$ cat src/rtl/apd_pkg.sv
package apd_pkg;

  typedef struct packed {
    logic en_lo_n;
    logic en_hi;
    logic wr_n;
  } ctl_t;

  localparam ctl_t CTL_IDLE = '{en_lo_n: 1'b1, en_hi: 1'b0, wr_n: 1'b1};

  function automatic int cnt_width(input int hold);
    return (hold < 1) ? 1 : $clog2(hold + 1);
  endfunction

  function automatic logic is_selected(input ctl_t c);
    return (!c.en_lo_n) && c.en_hi;
  endfunction

  function automatic logic is_writing(input ctl_t c);
    return is_selected(c) && !c.wr_n;
  endfunction

  function automatic logic fell(input logic now_v, input logic old_v);
    return old_v && !now_v;
  endfunction

  function automatic logic rose(input logic now_v, input logic old_v);
    return now_v && !old_v;
  endfunction

endpackage

$ cat src/rtl/apd_sync.sv
module apd_sync #(
  parameter int WIDTH  = 8,
  parameter int STAGES = 2,
  parameter logic [WIDTH-1:0] RST_VAL = '0
) (
  input  logic             clk,
  input  logic             rst_n,
  input  logic [WIDTH-1:0] d_in,
  output logic [WIDTH-1:0] q_out
);

  logic [WIDTH-1:0] stage_q [STAGES];

  generate
    for (genvar g = 0; g < STAGES; g++) begin : g_stage
      if (g == 0) begin : g_first
        always_ff @(posedge clk or negedge rst_n) begin
          if (!rst_n) stage_q[g] <= RST_VAL;
          else        stage_q[g] <= d_in;
        end
      end else begin : g_next
        always_ff @(posedge clk or negedge rst_n) begin
          if (!rst_n) stage_q[g] <= RST_VAL;
          else        stage_q[g] <= stage_q[g-1];
        end
      end
    end
  endgenerate

  assign q_out = stage_q[STAGES-1];

endmodule

$ cat src/rtl/apd_event_detect.sv
module apd_event_detect
  import apd_pkg::*;
#(
  parameter int ADDR_W = 17,
  parameter int DATA_W = 8
) (
  input  logic              clk,
  input  logic              rst_n,
  input  ctl_t              ctl_cur,
  input  logic [ADDR_W-1:0] addr_cur,
  input  logic [DATA_W-1:0] data_cur,
  output logic              ev_hi_rise,
  output logic              ev_lo_fall,
  output logic              ev_wr_fall,
  output logic              ev_addr,
  output logic              ev_data,
  output logic              sel_now,
  output logic              desel_now,
  output logic              wake
);

  ctl_t              ctl_prev;
  logic [ADDR_W-1:0] addr_prev;
  logic [DATA_W-1:0] data_prev;

  always_ff @(posedge clk or negedge rst_n) begin
    if (!rst_n) begin
      ctl_prev  <= CTL_IDLE;
      addr_prev <= '0;
      data_prev <= '0;
    end else begin
      ctl_prev  <= ctl_cur;
      addr_prev <= addr_cur;
      data_prev <= data_cur;
    end
  end

  logic addr_moved, data_moved;

  always_comb begin
    sel_now    = is_selected(ctl_cur);
    desel_now  = !sel_now;
    addr_moved = |(addr_cur ^ addr_prev);
    data_moved = |(data_cur ^ data_prev);
    ev_hi_rise = rose(ctl_cur.en_hi, ctl_prev.en_hi) && !ctl_cur.en_lo_n;
    ev_lo_fall = fell(ctl_cur.en_lo_n, ctl_prev.en_lo_n) && ctl_cur.en_hi;
    ev_wr_fall = fell(ctl_cur.wr_n, ctl_prev.wr_n) && sel_now;
    ev_addr    = addr_moved && sel_now;
    ev_data    = data_moved && is_writing(ctl_cur);
    wake       = ev_hi_rise | ev_lo_fall | ev_wr_fall | ev_addr | ev_data;
  end

  // a data-driven event implies the write strobe was low at the same time
  assert_data_needs_write_R6: assert property (@(posedge clk) disable iff (!rst_n)
    ev_data |-> (!ctl_cur.wr_n && sel_now));

  // no wake can be reported while deselected
  assert_no_wake_deselected_R9: assert property (@(posedge clk) disable iff (!rst_n)
    desel_now |-> !wake);

endmodule

$ cat src/rtl/apd_hold_timer.sv
module apd_hold_timer
  import apd_pkg::*;
#(
  parameter int HOLD_CYCLES = 16,
  localparam int CW = cnt_width(HOLD_CYCLES)
) (
  input  logic          clk,
  input  logic          rst_n,
  input  logic          wake,
  input  logic          force_off,
  output logic [CW-1:0] remain,
  output logic          running
);

  localparam logic [CW-1:0] RELOAD = CW'(HOLD_CYCLES);

  function automatic logic [CW-1:0] next_remain(
    input logic          off,
    input logic          ev,
    input logic [CW-1:0] cur
  );
    if (off)           return '0;
    else if (ev)       return RELOAD;
    else if (cur != 0) return cur - CW'(1);
    else               return cur;
  endfunction

  always_ff @(posedge clk or negedge rst_n) begin
    if (!rst_n) remain <= '0;
    else        remain <= next_remain(force_off, wake, remain);
  end

  assign running = (remain != '0);

  // deselection clears the window on the next edge
  assert_force_clears_R9: assert property (@(posedge clk) disable iff (!rst_n)
    force_off |=> (remain == '0));

  // every event reloads the full window
  assert_reload_on_wake_R8: assert property (@(posedge clk) disable iff (!rst_n)
    (wake && !force_off) |=> (remain == RELOAD));

  // without events the window counts down by one
  assert_decay_R7: assert property (@(posedge clk) disable iff (!rst_n)
    (!wake && !force_off && remain != '0) |=> (remain == $past(remain) - CW'(1)));

  // an idle timer stays idle
  assert_idle_stays_R7: assert property (@(posedge clk) disable iff (!rst_n)
    (!wake && remain == '0) |=> (remain == '0));

endmodule

$ cat src/rtl/apd_ctrl.sv
module apd_ctrl
  import apd_pkg::*;
#(
  parameter int ADDR_W      = 17,
  parameter int DATA_W      = 8,
  parameter int HOLD_CYCLES = 16,
  parameter int SYNC_STAGES = 2
) (
  input  logic              clk,
  input  logic              rst_n,
  input  logic              en_lo_n,
  input  logic              en_hi,
  input  logic              wr_n,
  input  logic [ADDR_W-1:0] addr,
  input  logic [DATA_W-1:0] wdata,
  output logic              pwr_active,
  output logic              pwr_standby
);

  localparam int CW    = cnt_width(HOLD_CYCLES);
  localparam int BUS_W = ADDR_W + DATA_W;

  ctl_t              ctl_raw, ctl_s;
  logic [BUS_W-1:0]  bus_s;
  logic [ADDR_W-1:0] addr_s;
  logic [DATA_W-1:0] data_s;

  assign ctl_raw = '{en_lo_n: en_lo_n, en_hi: en_hi, wr_n: wr_n};

  apd_sync #(.WIDTH(3), .STAGES(SYNC_STAGES), .RST_VAL(CTL_IDLE)) u_sync_ctl (
    .clk(clk), .rst_n(rst_n), .d_in(ctl_raw), .q_out(ctl_s)
  );

  apd_sync #(.WIDTH(BUS_W), .STAGES(SYNC_STAGES), .RST_VAL('0)) u_sync_bus (
    .clk(clk), .rst_n(rst_n), .d_in({addr, wdata}), .q_out(bus_s)
  );

  assign addr_s = bus_s[BUS_W-1:DATA_W];
  assign data_s = bus_s[DATA_W-1:0];

  logic ev_hi_rise, ev_lo_fall, ev_wr_fall, ev_addr, ev_data;
  logic sel_now, desel_now, wake;

  apd_event_detect #(.ADDR_W(ADDR_W), .DATA_W(DATA_W)) u_events (
    .clk(clk), .rst_n(rst_n),
    .ctl_cur(ctl_s), .addr_cur(addr_s), .data_cur(data_s),
    .ev_hi_rise(ev_hi_rise), .ev_lo_fall(ev_lo_fall), .ev_wr_fall(ev_wr_fall),
    .ev_addr(ev_addr), .ev_data(ev_data),
    .sel_now(sel_now), .desel_now(desel_now), .wake(wake)
  );

  logic [CW-1:0] remain;
  logic          running;

  apd_hold_timer #(.HOLD_CYCLES(HOLD_CYCLES)) u_timer (
    .clk(clk), .rst_n(rst_n), .wake(wake), .force_off(desel_now),
    .remain(remain), .running(running)
  );

  assign pwr_active  = running;
  assign pwr_standby = !running;

  // outputs never agree
  assert_outputs_excl_R10: assert property (@(posedge clk) disable iff (!rst_n)
    pwr_active ^ pwr_standby);

  // leaving standby always follows a detected event
  assert_rise_needs_event_R2: assert property (@(posedge clk) disable iff (!rst_n)
    $rose(pwr_active) |-> $past(wake));

  // active power never coexists with a deselect seen a cycle earlier
  assert_desel_standby_R9: assert property (@(posedge clk) disable iff (!rst_n)
    desel_now |=> pwr_standby);

endmodule

$ cat config.mk
export PLATFORM = sky130hd
export DESIGN_NAME = apd_ctrl
export DESIGN_NICKNAME = d
export VERILOG_FILES = /design/src/rtl/apd_pkg.sv /design/src/rtl/apd_sync.sv /design/src/rtl/apd_event_detect.sv /design/src/rtl/apd_hold_timer.sv /design/src/rtl/apd_ctrl.sv
export SDC_FILE = /design/constraint.sdc
export NUM_CORES = 1
export LEC_CHECK = 0
export ABC_AREA = 1
export ABC_CLOCK_PERIOD_IN_PS = 2200
export BUFFER_PORTS_ARGS = -buffer_cell sky130_fd_sc_hd__buf_2
export CAP_MARGIN = 5
export CORE_UTILIZATION = 60
export DETAILED_ROUTE_END_ITERATION = 8
export PLACE_DENSITY = 0.8
export SYNTH_ARGS = -nofsm -noshare
export SYNTH_HDL_FRONTEND = slang
export SYNTH_HIERARCHICAL = 1
export SYNTH_SLANG_ARGS = --single-unit
$ cat constraint.sdc
create_clock -name clk -period 2.2 [get_ports clk]
set_input_delay 0.66 -clock clk [delete_from_list [all_inputs] [get_ports clk]]
set_output_delay 0.66 -clock clk [all_outputs]
set_load 0.005 [all_outputs]
==> impl_metrics.env <==
export IMPL_die_w_um=73.6
export IMPL_h_tree_depth=3
export IMPL_holdWs_ns=0.169
export IMPL_crit_type="reg2out"
export IMPL_yosys_warnings=6
export IMPL_dpl_hpwl_um=2570
export IMPL_routabilityCongestion=0.733
export IMPL_clockBufferDepth=2
export IMPL_maxSlewViolCount=0
export IMPL_grt_pass1_wl_um=6510
export IMPL_die_y_um=73.6
export IMPL_cts_sinks=89
export IMPL_finalClockSkew_ns=0.0109
export IMPL_start_util=0.638
export IMPL_final_area_mm2=0.00337
export IMPL_max_vdd_ir_drop_uv=767
export IMPL_grt_ovfl_total=0
export IMPL_insertedDiodeCount=0
export IMPL_dieArea_mm2=0.00541
export IMPL_fin_crit_ns=2.05
export IMPL_grt_max_degree=37
export IMPL_viasPerCell=4.39
export IMPL_core_area_mm2=0.00482
export IMPL_slowest_stage="dfrtp_1"
export IMPL_status="finished, final reports clean"
export IMPL_cp_max_fo=8
export IMPL_timing_fmax_mhz=487
export IMPL_critPathRequiredTime_ns=1.54
export IMPL_clk_latency_ns=0.35
export IMPL_rows=25
export IMPL_gr_usage_all_layers=0.171
export IMPL_postCtsResizedCells=0
export IMPL_end_kind="output port"
export IMPL_ant_nets=0
export IMPL_max_stage_delay_ns=0.40
export IMPL_final_util=0.700
export IMPL_pin_count=32
export IMPL_syn_area_per_cell_um2=12.4
export IMPL_syn2layout_area_growth_pct=9.69
export IMPL_fin_tns_setup_ns=0
export IMPL_synth_cells=247
export IMPL_power_density_mw_per_mm2=956
export IMPL_start_kind="register"
export IMPL_cts_root_buf="clkbuf_8"
export IMPL_setup_viol=0
export IMPL_numCtsBuffers=9
export IMPL_crit_family="flip-flops"
export IMPL_max_cap_viol_count=0
export IMPL_slew_headroom=0.814
export IMPL_via_count=1472
export IMPL_hold_path_class="in2async"
export IMPL_p_leak_uw=0.00169
export IMPL_post_cts_buffers=0
export IMPL_drt_iter0_drc=110
export IMPL_p_total_uw=3220
export IMPL_io_buffers=31
export IMPL_grt_pass1_vias=1579
export IMPL_drive_above_1_share=0.220
export IMPL_synth_area_mm2=0.00307
export IMPL_synth_fp_nets=278
export IMPL_rsz0062_at_grt="no"
export IMPL_wl_um=3700
export IMPL_wl_per_cell_um=11.0
export IMPL_crit_top_cell="inv_1"
export IMPL_clk_pin_slew_ns=0.08
export IMPL_antenna_found_initial=0
export IMPL_finalHoldViolCount=0
export IMPL_critPathArrivalTime_ns=1.39
export IMPL_fin_nets=294
export IMPL_cts_hold_fix_buffers=0
export IMPL_worst_slew_pin_slew_ns=0.279
export IMPL_crit_chain="inv_1 -> ha_1 -> nand3b_4 -> inv_1 -> buf_2"
export IMPL_dpl_cell_area_mm2=0.00313
export IMPL_dr_pass1_iters=4
export IMPL_drcViolationCount=0
export IMPL_worst_path_buf_inv=3
export IMPL_final_period_utilization=0.933
export IMPL_cts_tree="done"
==> state kept, by name, summed over array words and instances, names as in the netlist <==
name                flops
u_sync_bus/q_out       25
u_sync_ctl/stage_q      3
u_sync_bus/stage_q     25
u_events/ctl_prev       3
u_events/addr_prev     17
u_timer/remain          5
u_sync_ctl/q_out        3
u_events/data_prev      8
==> metrics by stage <==
stage	setup WS (ns)	instances
2_1_floorplan	0.686	247
3_3_place_gp	0.579	319
3_5_place_dp	0.553	319
4_1_cts	0.136	335
5_1_grt	0.0276	335
6_report	0.147	335
==> per-layer routing <==
metal  up-vias  track usage  wire length [µm]
li1        735            -                 -
met1       695        0.207              1610
met2        35        0.266              1840
met3         7       0.0645               172
met4         0       0.0962                67
met5         -            0                 0
==> power breakdown <==
group,switching [µW],internal (µW)
Sequential,40.8,1720
Combinational,92.8,73.3
Clock,535,760
==> final timing paths <==
check / from / to / slack, ns / cells past startpoint
worst max-delay path: u_timer/remain[0] / pwr_standby / 0.15 / 5
worst min-delay path: rst_n / u_timer/remain[2] / 0.17 / 1
worst max register to register: u_sync_ctl/q_out[2] / u_timer/remain[2] / 0.64 / 7
worst min register to register: u_sync_ctl/stage_q[4] / u_sync_ctl/q_out[1] / 0.35 / 0
max in group asynchronous: rst_n / u_sync_ctl/q_out[2] / 1.52 / 2
min in group clk: u_sync_ctl/stage_q[4] / u_sync_ctl/q_out[1] / 0.35 / 0
==> area by class of cell <==
type | instances | area (µm²)
inverter | 30 | 113
tap | 67 | 83.8
clock inverter | 6 | 115
multi-input combinational | 99 | 505
clock buffer | 10 | 128
fill | 324 | 1450
sequential | 89 | 2230
timing repair buffer | 34 | 193
==> layout by cell type (no fill, tap or decap) <==
cell / instances
a21oi_1: 4
a31oi_4: 1
buf_12: 1
buf_2: 30
buf_4: 3
bufinv_16: 3
clkbuf_1: 1
clkbuf_8: 9
clkinv_4: 1
clkinvlp_4: 1
dfrtp_1: 83
dfstp_2: 6
ha_1: 1
inv_1: 30
inv_6: 1
nand2_1: 51
nand3_1: 3
nand3b_4: 1
nor2_1: 21
nor2_2: 1
nor2_4: 1
or2_1: 1
xnor2_1: 10
xor2_1: 4
(Power assumes the default switching activity.)
